==> config.mk <==
export PLATFORM = sky130hd
export DESIGN_NAME = rfseq_txrx_ctrl
export DESIGN_NICKNAME = d
export VERILOG_FILES = /design/src/rtl/rfseq_pkg.sv /design/src/rtl/rfseq_timer.sv /design/src/rtl/rfseq_fsm.sv /design/src/rtl/rfseq_ant_drv.sv /design/src/rtl/rfseq_synth_gate.sv /design/src/rtl/rfseq_txrx_ctrl.sv
export SDC_FILE = /design/constraint.sdc
export NUM_CORES = 1
export LEC_CHECK = 0
export BUFFER_PORTS_ARGS = -buffer_cell sky130_fd_sc_hd__buf_4
export CAP_MARGIN = 25
export CELL_PAD_IN_SITES_DETAIL_PLACEMENT = 1
export CELL_PAD_IN_SITES_GLOBAL_PLACEMENT = 2
export CORE_UTILIZATION = 38
export CTS_CLUSTER_DIAMETER = 60
export DETAILED_ROUTE_END_ITERATION = 7
export PLACE_DENSITY = 0.85
export SLEW_MARGIN = 30
export SYNTH_ARGS = -nofsm -noshare
export SYNTH_HDL_FRONTEND = slang
export SYNTH_SLANG_ARGS = --single-unit
==> constraint.sdc <==
create_clock -name clk -period 3.1 [get_ports clk]
set_clock_uncertainty 0.1 [all_clocks]
set_input_delay 0.465 -clock clk [delete_from_list [all_inputs] [get_ports clk]]
set_output_delay 0.465 -clock clk [all_outputs]
set_load 0.02 [all_outputs]
==> src/rtl/rfseq_pkg.sv <==
package rfseq_pkg;
  typedef enum logic [2:0] {
    PH_RX    = 3'd0,
    PH_UP    = 3'd1,
    PH_TX    = 3'd2,
    PH_DN_SW = 3'd3,
    PH_DN_RX = 3'd4
  } seq_phase_e;
endpackage

==> src/rtl/rfseq_timer.sv <==
module rfseq_timer #(
  parameter int CW = 8
) (
  input  logic          clk,
  input  logic          rst_n,
  input  logic          restart,
  output logic [CW-1:0] elapsed
);
  localparam logic [CW-1:0] TOP = {CW{1'b1}};

  always_ff @(posedge clk or negedge rst_n) begin
    if (!rst_n)              elapsed <= '0;
    else if (restart)        elapsed <= CW'(1);
    else if (elapsed != TOP) elapsed <= elapsed + CW'(1);
  end
endmodule

==> src/rtl/rfseq_fsm.sv <==
module rfseq_fsm
  import rfseq_pkg::*;
#(
  parameter int CW         = 8,
  parameter int DLY_AMP_ON = 4,
  parameter int DLY_SW_ON  = 66,
  parameter int DLY_SW_OFF = 44,
  parameter int DLY_RX_ON  = 132
) (
  input  logic          clk,
  input  logic          rst_n,
  input  logic          tx_req,
  input  logic          base_en,
  input  logic [CW-1:0] elapsed,
  output logic          restart,
  output logic          rx_path_en,
  output logic          amp_en,
  output logic          ant_load,
  output logic          ant_val
);
  localparam logic [CW-1:0] T_AMP = CW'(DLY_AMP_ON);
  localparam logic [CW-1:0] T_SW  = CW'(DLY_SW_ON);
  localparam logic [CW-1:0] T_OFF = CW'(DLY_SW_OFF);
  localparam logic [CW-1:0] T_RX  = CW'(DLY_RX_ON);

  seq_phase_e ph_q, ph_n;
  logic rx_n, amp_n;

  always_comb begin
    ph_n     = ph_q;
    restart  = 1'b0;
    rx_n     = rx_path_en;
    amp_n    = amp_en;
    ant_load = 1'b0;
    ant_val  = 1'b0;
    unique case (ph_q)
      PH_RX: if (tx_req && base_en) begin
        ph_n    = PH_UP;
        restart = 1'b1;
        rx_n    = 1'b0;
      end
      PH_UP: begin
        if (elapsed == T_AMP) amp_n = 1'b1;
        if (elapsed == T_SW) begin
          ant_load = 1'b1;
          ant_val  = 1'b1;
          ph_n     = PH_TX;
        end
      end
      PH_TX: if (!tx_req) begin
        amp_n   = 1'b0;
        restart = 1'b1;
        ph_n    = PH_DN_SW;
      end
      PH_DN_SW: if (elapsed == T_OFF) begin
        ant_load = 1'b1;
        ant_val  = 1'b0;
        restart  = 1'b1;
        ph_n     = PH_DN_RX;
      end
      PH_DN_RX: if (elapsed == T_RX) begin
        rx_n = 1'b1;
        ph_n = PH_RX;
      end
      default: ph_n = PH_RX;
    endcase
  end

  always_ff @(posedge clk or negedge rst_n) begin
    if (!rst_n) begin
      ph_q       <= PH_RX;
      rx_path_en <= 1'b1;
      amp_en     <= 1'b0;
    end else begin
      ph_q       <= ph_n;
      rx_path_en <= rx_n;
      amp_en     <= amp_n;
    end
  end

  // the amplifier is only powered with the receive path off
  p_amp_only_in_tx_r9: assert property (@(posedge clk) disable iff (!rst_n)
    amp_en |-> !rx_path_en);
  // the counter never runs past the switch target during entry
  p_entry_window_r3: assert property (@(posedge clk) disable iff (!rst_n)
    (ph_q == PH_UP) |-> (elapsed <= T_SW));
  // the request level is not looked at while the return is in progress
  p_return_holds_r7: assert property (@(posedge clk) disable iff (!rst_n)
    (ph_q == PH_DN_SW && elapsed != T_OFF) |=> (ph_q == PH_DN_SW));
endmodule

==> src/rtl/rfseq_ant_drv.sv <==
module rfseq_ant_drv (
  input  logic clk,
  input  logic rst_n,
  input  logic load,
  input  logic val,
  output logic ant_tx,
  output logic ant_tx_n
);
  always_ff @(posedge clk or negedge rst_n) begin
    if (!rst_n) begin
      ant_tx   <= 1'b0;
      ant_tx_n <= 1'b1;
    end else if (load) begin
      ant_tx   <= val;
      ant_tx_n <= !val;
    end
  end

  // the two switch lines move together on one edge
  p_pair_moves_together_r4: assert property (@(posedge clk) disable iff (!rst_n)
    $rose(ant_tx) |-> $fell(ant_tx_n));
endmodule

==> src/rtl/rfseq_synth_gate.sv <==
module rfseq_synth_gate (
  input  logic synth_gate,
  input  logic base_en,
  input  logic rx_path_en,
  output logic synth_en
);
  logic any_power;
  assign any_power = base_en | rx_path_en;
  assign synth_en  = synth_gate & any_power;
endmodule

==> src/rtl/rfseq_txrx_ctrl.sv <==
module rfseq_txrx_ctrl #(
  parameter int DLY_AMP_ON = 4,
  parameter int DLY_SW_ON  = 66,
  parameter int DLY_SW_OFF = 44,
  parameter int DLY_RX_ON  = 132
) (
  input  logic clk,
  input  logic rst_n,
  input  logic tx_req,
  input  logic base_en,
  input  logic synth_gate,
  output logic rx_path_en,
  output logic amp_en,
  output logic ant_tx,
  output logic ant_tx_n,
  output logic synth_en
);
  localparam int MAX_A = (DLY_SW_ON > DLY_SW_OFF) ? DLY_SW_ON : DLY_SW_OFF;
  localparam int MAXD  = (MAX_A > DLY_RX_ON) ? MAX_A : DLY_RX_ON;
  localparam int CW    = $clog2(MAXD + 2);

  logic          restart, ant_load, ant_val;
  logic [CW-1:0] elapsed;

  rfseq_timer #(.CW(CW)) u_timer (
    .clk(clk), .rst_n(rst_n), .restart(restart), .elapsed(elapsed)
  );

  rfseq_fsm #(
    .CW(CW), .DLY_AMP_ON(DLY_AMP_ON), .DLY_SW_ON(DLY_SW_ON),
    .DLY_SW_OFF(DLY_SW_OFF), .DLY_RX_ON(DLY_RX_ON)
  ) u_fsm (
    .clk(clk), .rst_n(rst_n), .tx_req(tx_req), .base_en(base_en),
    .elapsed(elapsed), .restart(restart), .rx_path_en(rx_path_en),
    .amp_en(amp_en), .ant_load(ant_load), .ant_val(ant_val)
  );

  rfseq_ant_drv u_ant (
    .clk(clk), .rst_n(rst_n), .load(ant_load), .val(ant_val),
    .ant_tx(ant_tx), .ant_tx_n(ant_tx_n)
  );

  rfseq_synth_gate u_syn (
    .synth_gate(synth_gate), .base_en(base_en),
    .rx_path_en(rx_path_en), .synth_en(synth_en)
  );

  // the antenna is on the transmit side only with the receive path off
  p_ant_only_in_tx_r9: assert property (@(posedge clk) disable iff (!rst_n)
    ant_tx |-> !rx_path_en);
  // the switch leaves transmit only after the amplifier is off
  p_amp_before_switch_r5: assert property (@(posedge clk) disable iff (!rst_n)
    $fell(ant_tx) |-> (!amp_en && $past(!amp_en)));
  // receive resumes only with the amplifier and switch released
  p_rx_resume_safe_r5: assert property (@(posedge clk) disable iff (!rst_n)
    $rose(rx_path_en) |-> (!amp_en && !ant_tx));
  // leaving receive needs a sampled request with base power present
  p_entry_cause_r2: assert property (@(posedge clk) disable iff (!rst_n)
    $fell(rx_path_en) |-> ($past(tx_req) && $past(base_en)));
endmodule

==> flow_summary_export.csv, run 1 <==
group,metric,value,unit
global_route,grt_overflow,0,
timing,setup_viol,0,
critical_path,critical_path_class,"flop to primary output",
clock_tree,post_cts_buffers,0,
placed_design,numPortBuffers,9,
synthesis,ys_warn_count,0,
routing,drcViolationCount,0,
critical_path,crit_path_max_incr_delay,0.55,ns
cells_and_area,final_cells,130,
timing,finalSetupTns,0,ns
pwr,worst_ir_drop_vdd,0.000233,V
floorplanning,rows,17,
global_route,globalRouteTotalUtil,17.7,%
timing,max-slew-margin-rel,76.8,%
synthesis,synth_top_area_share,35.4,%
outcome,status,"finished, final reports clean",
cells_and_area,ff_latch_area,378,um^2
synthesis,syn_area_per_cell,9.98,um^2
critical_path,cp_data_arrival_time,1.06,ns
timing,fmax,0.615,GHz
routing,antenna_left,0,
clock_tree,root_buffer,"clkbuf_4",
timing,worst_pin_slew,0.346,ns
floorplanning,die_w,51.2,um
synthesis,synth_area_leaders,"dfrtp_1, dfstp_2, a211oi_2, ha_1, nand3_1",
synthesis,synth_most_common_cell,"dfrtp_1",
synthesis,synth-seq-area-share,41.1,%
synthesis,ys_ff_latch,15,
placed_design,dp.cells,125,
critical_path,end_kind,"primary output",
critical_path,cp.required,2.53,ns
clock_tree,cts_max_level,1,
routing,dr.pass1.iters,4,
global_route,antenna_found_initial,0,
timing,rsz0062_at_grt,"no",
critical_path,rrSetupSlack,1.48,ns
critical_path,crit_fanout,3,
critical_path,cp-start-kind,"flop",
synthesis,synth_cell_types,40,
clock_tree,clk_latency,0.28,ns
floorplanning,die-area,2620,um^2
global_route,grt_pass1_wl,3440,um
cells_and_area,multiInputGateArea,512,um^2
floorplanning,die_height,51.2,um
cells_and_area,syn2layout_area_growth,13.2,%
cells_and_area,fin_util,46.1,%
routing,dr_total_vias,744,
floorplanning,start_util,40.7,%
synthesis,synthTopCellsByCount,"dfrtp_1, nand2_1, nand3_1",
timing,min_period,1.63,ns
floorplanning,io_pins,10,
global_route,grt_pass1_vias,724,
clock_tree,cts_num_sinks,15,
timing,fin_hold_ws,0.409,ns
clock_tree,cts_tree,"built",
critical_path,cp_slowest_cell,"dfstp_2",
placed_design,gp_congestion,0.753,
synthesis,synth_area,918,um^2
clock_tree,clockBufferDepth,2,
cells_and_area,antenna_cells,0,
pwr,p_leak,0.475,nW
routing,drtIter0Drc,9,
cells_and_area,drive_above_1_share,22.5,%
timing,finalCritPeriodShare,52.5,%
synthesis,synthArstFlopShare,100,%
synthesis,yosysTopAreaCell,"dfrtp_1",
timing,final_hold_viol_count,0,
run,max-cap-violations,0,
cells_and_area,finalNetCount,111,
synthesis,netlist_instances,92,
cells_and_area,fill_cells,270,
synthesis,ys.flop_type,"dfrtp_1",
pwr,p_per_area,310,nW/um^2
min_path,hp-class,"flop to flop",
global_route,grt_max_degree,16,
floorplanning,core-area,2250,um^2
routing,wl_per_cell,15.3,um
clock_tree,clk_pin_slew,0.09,ns
synthesis,syn-num-nets,100,
routing,vias_per_cell,5.72,
routing,drt-total-wl,2000,um
critical_path,path_cells,"o21a_1, buf_4",
synthesis,synth_enable_flop_cells,0,
placed_design,place.detailed.hpwl,1480,um
clock_tree,cts_buffers,3,
timing,report.final.slew_viol_count,0,
-- logic make-up (layout without fill, tap and decap cells) --
| group | Yosys count | after routing | synth area share [%] |
|---|---|---|---|
| compound gates | 19 | 19 | 18.5 |
| xor+xnor | 1 | 1 | 0.954 |
| fa+ha+maj | 3 | 3 | 4.09 |
| buf+inv | 7 | 17 | 3.13 |
| flops | 15 | 15 | 41.1 |
| mux | 2 | 2 | 2.18 |
| simple gates | 45 | 45 | 30.0 |
-- cells in the final DEF, fill, tap and decap left out, types with 2 or more instances in the layout --
cell type	Yosys	routed
and4_1	2	2
inv_1	3	3
nand2b_1	5	5
a211oi_2	3	3
buf_4	0	9
nand2_1	9	9
nand4_1	2	2
o21ai_0	2	2
ha_1	3	3
nand3_1	7	7
dfstp_2	2	2
o41ai_1	2	2
a21oi_1	3	3
o21ai_1	2	2
nor2_1	6	6
mux2i_1	2	2
dfrtp_1	13	13
clkbuf_4	0	3
-- routing by layer --
metal	vias to the layer above	global-route usage (%)	routed length, um
met5	-	0	0
met4	0	6.94	30
met3	4	1.79	32
met2	9	28.3	919
met1	372	24.4	1010
li1	359	-	-
-- worst max-delay path, delay by kind of cell, from the launching register on --
| kind | cells | cell delay, ns |
|---|---|---|
| buffers and inverters | 1 | 0.13 |
| DFF | 1 | 0.55 |
| AOI/OAI and AO/OA | 1 | 0.10 |
-- path summary, 6_finish.rpt --
path                       cells after the start                from            endpoint
min in group asynchronous                      2               rst_n       u_fsm.ph_q[2]
max in group asynchronous                      2               rst_n    u_fsm.rx_path_en
setup reg to reg                               6  u_timer.elapsed[0]  u_timer.elapsed[1]
hold reg to reg                                2      u_ant.ant_tx_n      u_ant.ant_tx_n
setup / recovery                               2    u_fsm.rx_path_en            synth_en
hold / removal                                 2      u_ant.ant_tx_n      u_ant.ant_tx_n
-- power breakdown --
part | internal [mW] | total, mW | switching [mW]
Clock | 0.0500 | 0.115 | 0.0654
Combinational | 0.00557 | 0.0118 | 0.00622
Sequential | 0.196 | 0.196 | 0
-- what timing repair did --
action,in CTS,in global routing
hold buffers,1,0
endpoints found under the hold margin,13,0
gates resized for setup,0,0
-- per-stage QoR --
stage               worst slack (ns)  total power, mW  instance area (um^2)
floorplan                       1.64            0.202                   918
global placement                1.52            0.211                  1000
detailed placement              1.46            0.211                  1000
CTS                             1.45            0.324                  1040
global route                    1.35            0.333                  1040
finish                          1.47            0.323                  1040
-- area by class of cell --
type	count	area share (%)
clock buffers	4	2.53
flip-flops and latches	15	36.3
inverters	3	1.08
repair buffers	10	7.46
multi-input cells	70	49.2
well taps	28	3.37
-- registers in the layout (all words and copies together), names as in the netlist --
register / flops
u_timer.elapsed: 8
u_fsm.amp_en: 1
u_ant.ant_tx_n: 1
u_fsm.ph_q: 3
u_fsm.rx_path_en: 1
u_ant.ant_tx: 1
(Power assumes the default switching activity.)
==> run 2, diff against run 1 <==
Settings changed: ABC_AREA set to 1, CORE_UTILIZATION 38 to 29, PLACE_DENSITY 0.85 to 0.78.
Clock period 3.1 ns to 1.43 ns, I/O delays scaled along.
==> flow_summary_export.csv, run 2 <==
group,metric,value,unit
clock_tree,root_buffer,"clkbuf_4",
synthesis,syn-num-nets,140,
timing,min_period,1.50,ns
placed_design,place.detailed.hpwl,2140,um
critical_path,path_buf_inv,3,
critical_path,path_cells,"inv_2, buf_6, ha_4, inv_2, nor2_1, nand2_1, nand2_2, nand3_2, o21bai_1, nand2_1",
floorplanning,core-area,3100,um^2
synthesis,synthArstFlopShare,100,%
cells_and_area,syn2layout_area_growth,43.2,%
run,max-cap-violations,0,
timing,setup_viol,12,
timing,rsz0062_at_grt,"yes",
cells_and_area,fill_cells,403,
timing,report.final.slew_viol_count,0,
global_route,globalRouteTotalUtil,18.7,%
critical_path,rr_startpoint,"u_timer.elapsed[0]",
routing,vias_per_cell,4.64,
critical_path,cp_slowest_cell,"dfrtp_1",
cells_and_area,max_flop_register,"u_timer.elapsed",
pwr,p_leak,0.683,nW
critical_path,crit_family,"flip-flops",
cells_and_area,final_common_cell,"nand2_1",
critical_path,critical_path_class,"flop to flop",
synthesis,yosysTopAreaCell,"dfrtp_1",
floorplanning,rows,20,
floorplanning,die-area,3550,um^2
synthesis,synth_cell_types,24,
floorplanning,start_util,31.0,%
placed_design,numPortBuffers,9,
global_route,grt_pass1_wl,4810,um
global_route,antenna_found_initial,0,
pwr,finalPower,2.51,mW
synthesis,ys_warn_count,0,
floorplanning,die_w,59.6,um
timing,finalCritPeriodShare,105,%
timing,final_hold_viol_count,0,
synthesis,synth-seq-area-share,39.3,%
critical_path,crit_fanout,3,
clock_tree,cts_max_level,1,
pwr,worst_ir_drop_vdd,0.000706,V
cells_and_area,final_area,1380,um^2
synthesis,synth_top_area_share,33.9,%
synthesis,synth_area,961,um^2
cells_and_area,drive_above_1_share,47.2,%
outcome,violations,"negative setup slack",
timing,fin_hold_ws,0.204,ns
timing,fin_ws,-0.0725,ns
routing,drt-total-wl,2840,um
timing,max-slew-margin-rel,81.1,%
routing,drtIter0Drc,26,
routing,dr_total_vias,960,
clock_tree,cts_num_sinks,15,
critical_path,cp_data_arrival_time,1.59,ns
pwr,p_per_area,1820,nW/um^2
synthesis,ys_ff_latch,15,
placed_design,pre_cts_ws,-0.152,ns
cells_and_area,largest_reg_flops,8,
critical_path,startpoint,"u_timer.elapsed[0]",
clock_tree,cts_buffers,3,
timing,fmax,0.666,GHz
min_path,hp-class,"input port to flop",
critical_path,cp-start-kind,"flop",
cells_and_area,top_regs,"u_timer.elapsed: 8 flops, u_fsm.ph_q: 3 flops",
cells_and_area,final_cell_mix,"nand2_1, buf_4, inv_1",
critical_path,crit_path_max_incr_delay,0.40,ns
floorplanning,die_height,59.6,um
outcome,status,"finished with violations",
cells_and_area,finalNetCount,172,
global_route,grt_pass1_vias,1054,
synthesis,netlist_instances,132,
critical_path,rrSetupSlack,-0.07,ns
synthesis,synthTopCellsByCount,"nand2_1, inv_1, dfrtp_1, nor2_1, nand3_1",
timing,worst_pin_slew,0.282,ns
global_route,grt_max_degree,16,
floorplanning,io_pins,10,
min_path,hp-start,"tx_req",
synthesis,synth_most_common_cell,"nand2_1",
global_route,grt_overflow,0,
synthesis,synth_enable_flop_cells,0,
placed_design,placed_cell_area,1190,um^2
synthesis,ys.flop_type,"dfrtp_1",
synthesis,syn_area_per_cell,7.28,um^2
cells_and_area,fin_util,44.4,%
clock_tree,clk_latency,0.30,ns
synthesis,synth_area_leaders,"dfrtp_1, nand2_1, inv_1, dfstp_2, nor2_1",
cells_and_area,multiInputGateArea,607,um^2
routing,antenna_left,0,
clock_tree,clk_pin_slew,0.10,ns
routing,dr.pass1.iters,4,
cells_and_area,antenna_cells,0,
routing,drcViolationCount,0,
critical_path,end_kind,"flop",
placed_design,gp_congestion,0.853,
critical_path,cp.required,1.52,ns
clock_tree,cts_tree,"built",
clock_tree,clockBufferDepth,2,
routing,wl_per_cell,13.7,um
cells_and_area,ff_latch_area,379,um^2
==> run 2: power by group <==
part	switching, mW	internal, mW
combinational	0.886	0.655
sequential	0.136	0.571
clock	0.154	0.109
==> run 2: per-layer routing <==
metal	global-route usage [%]	vias to the layer above	share of wire, %
met5	0	-	0
met4	5.65	0	1.6
met3	4.80	4	2.1
met2	35.0	9	55
met1	20.6	471	41
li1	-	476	-
==> run 2: timing repair <==
| item | 4_1_cts | 5_1_grt |
|---|---|---|
| hold buffers | 1 | 0 |
| buffers inserted | 1 | 2 |
| resized for setup | 20 | 21 |
| endpoints found under the hold margin | 15 | 0 |
| setup endpoints to repair | 13 | 15 |
| pin swaps | 14 | 9 |
==> run 2: worst paths after layout <==
| path | endpoint | depth (start not counted) |
|---|---|---|
| setup / recovery | u_fsm.ph_q[1] | 10 |
| hold / removal | u_fsm.amp_en | 4 |
| setup reg to reg | u_fsm.ph_q[1] | 10 |
| hold reg to reg | u_ant.ant_tx_n | 2 |
| max in group asynchronous | u_fsm.rx_path_en | 2 |
| min in group asynchronous | u_timer.elapsed[3] | 2 |
==> run 2: cell families after synthesis <==
logic type,Yosys count,share of synthesized area [%]
and+or+nand+nor,75,37.1
xor gates and xnor gates,2,1.82
adders and majority gates,3,3.91
AOI/OAI and AO/OA,13,8.46
buffers and inverters,24,9.38
DFF,15,39.3
==> run 2: metrics by stage <==
step           setup TNS [ns]  instances
2_1_floorplan               0        132
3_3_place_gp           -0.450        199
3_5_place_dp            -1.29        199
4_1_cts                -0.829        205
5_1_grt                 -1.84        207
6_report               -0.454        207
==> run 2: worst register-to-register path: stages, from the launching register on <==
cell and delay (ns):
dfrtp_1 0.40, inv_2 0.10, buf_6 0.11, ha_4 0.11
inv_2 0.02, nor2_1 0.07, nand2_1 0.09, nand2_2 0.10
nand3_2 0.08, o21bai_1 0.14, nand2_1 0.06
==> run 2: area by class of cell <==
class / instances / area share, %
clock buffer: 4 / 1.91
sequential: 15 / 27.5
tap: 44 / 4.00
inverter: 24 / 6.73
multi-input combinational: 93 / 44.1
timing repair buffer: 27 / 15.7
==> run 3, diff against run 2 <==
Settings changed: CORE_UTILIZATION 29 to 32, PLACE_DENSITY 0.78 to 0.81.
Clock period 1.43 ns to 1.45 ns, I/O delays scaled along.
==> flow_summary_export.csv, run 3 (synthesis gave the netlist of run 2 again) <==
group,metric,value,unit
floorplanning,io_pins,10,
critical_path,cp-start-kind,"flop",
floorplanning,die_height,56.8,um
clock_tree,root_buffer,"clkbuf_4",
critical_path,cp.required,1.53,ns
clock_tree,clk_pin_slew,0.10,ns
cells_and_area,final_cells,195,
placed_design,gp_congestion,0.838,
routing,drcViolationCount,2,
pwr,p_comb_share,61.2,%
cells_and_area,syn2layout_area_growth,42.3,%
global_route,grt_max_degree,16,
cells_and_area,final_cell_mix,"nand2_1, buf_4, inv_1",
cells_and_area,max_flop_register,"u_timer.elapsed",
pwr,p_leak,0.700,nW
routing,vias_per_cell,4.83,
timing,fmax,0.668,GHz
floorplanning,core-area,2810,um^2
timing,rsz0062_at_grt,"yes",
pwr,worst_ir_drop_vdd,0.000723,V
timing,report.final.slew_viol_count,0,
cells_and_area,largest_reg_flops,8,
floorplanning,die_w,56.8,um
cells_and_area,finalNetCount,173,
cells_and_area,multiInputGateArea,609,um^2
timing,finalSetupTns,-0.127,ns
placed_design,pre_cts_ws,-0.180,ns
timing,min_period,1.50,ns
timing,fin_hold_ws,0.225,ns
placed_design,place.detailed.hpwl,2030,um
global_route,grt_pass1_vias,1006,
timing,setup_viol,7,
pwr,finalPower,2.45,mW
floorplanning,start_util,34.3,%
pwr,intPower,1.31,mW
clock_tree,cts_tree,"built",
placed_design,placed_cell_area,1160,um^2
critical_path,critical_path_class,"flop to flop",
cells_and_area,fin_util,48.8,%
routing,drt-total-wl,2790,um
clock_tree,clockBufferDepth,2,
cells_and_area,drive_above_1_share,48.2,%
clock_tree,cts_buffers,3,
routing,drtIter0Drc,27,
placed_design,numPortBuffers,9,
outcome,status,"finished with violations",
timing,finalCritPeriodShare,103,%
outcome,violations,"design-rule violations, negative setup slack",
cells_and_area,top_regs,"u_timer.elapsed: 8 flops, u_fsm.ph_q: 3 flops",
global_route,grt_pass1_wl,4600,um
cells_and_area,ff_latch_area,380,um^2
timing,final_hold_viol_count,0,
pwr,p_clk_share,10.1,%
min_path,hp-class,"input port to flop",
routing,dr.pass1.iters,5,
critical_path,crit_fanout,3,
floorplanning,rows,19,
global_route,globalRouteTotalUtil,18.5,%
cells_and_area,antenna_cells,0,
floorplanning,die-area,3230,um^2
timing,fin_ws,-0.0470,ns
pwr,switchingPower,1.13,mW
global_route,grt_overflow,0,
clock_tree,cts_max_level,1,
critical_path,end_kind,"flop",
routing,antenna_left,0,
clock_tree,cts_num_sinks,15,
pwr,p_per_area,1790,nW/um^2
pwr,p_sw_share,46.3,%
global_route,antenna_found_initial,0,
critical_path,cp_data_arrival_time,1.58,ns
placed_design,dp.cells,185,
clock_tree,clk_latency,0.29,ns
timing,worst_pin_slew,0.235,ns
pwr,seqPwrFrac,28.7,%
cells_and_area,final_area,1370,um^2
run,max-cap-violations,0,
cells_and_area,fill_cells,355,
timing,max-slew-margin-rel,84.2,%
routing,dr_total_vias,942,
routing,wl_per_cell,14.3,um
==> run 3: changes by cell type in the layout (fill, tap and decap cells not counted), sizes merged <==
cell	change
buf	+1
==> run 3: area by class of cell <==
type                    instances  area share, %
repair buffers                 28           16.1
flip-flops and latches         15           27.8
clock buffers                   4           1.92
multi-input cells              93           44.6
well taps                      31           2.84
inverters                      24           6.77
==> run 3: final timing paths <==
kind | from | to | slack, ns | cells past startpoint
max in group asynchronous | rst_n | u_fsm.rx_path_en | 0.74 | 2
min in group asynchronous | rst_n | u_fsm.ph_q[1] | 0.25 | 2
hold / removal | tx_req | u_fsm.amp_en | 0.23 | 4
setup / recovery | u_timer.elapsed[1] | u_fsm.ph_q[1] | -0.05 | 9
setup reg to reg | u_timer.elapsed[1] | u_fsm.ph_q[1] | -0.05 | 9
hold reg to reg | u_ant.ant_tx_n | u_ant.ant_tx_n | 0.38 | 2
==> run 3: per-layer routing <==
| layer | global-route usage [%] | up-vias | share of wire [%] |
|---|---|---|---|
| li1 | - | 474 | - |
| met1 | 22.2 | 456 | 40 |
| met2 | 34.7 | 8 | 57 |
| met3 | 2.30 | 4 | 1.5 |
| met4 | 4.18 | 0 | 1.2 |
| met5 | 0 | - | 0 |
==> run 3: power groups by stage <==
stage	registers, mW	clock network [mW]	logic, mW
CTS	0.692	0.256	1.33
detailed placement	0.688	0	1.16
finish	0.701	0.248	1.50
floorplan	0.708	0	0.723
global route	0.724	0.276	1.65
global placement	0.681	0	1.14
==> run 3: what timing repair did <==
item	in CTS	in global routing
hold buffers	1	0
endpoints found under the setup margin	13	14
setup buffers	3	2
pin swaps	6	14
endpoints found under the hold margin	15	0
gates resized for setup	19	21
==> run 3: critical path, stage by stage (launching register included) <==
cell      delay (ns)
dfrtp_1         0.42
inv_2           0.09
ha_4            0.14
nand2_2         0.06
nor2_4          0.10
nand3_2         0.08
nand2_2         0.10
nand2_2         0.07
o21bai_1        0.16
nand2_1         0.07
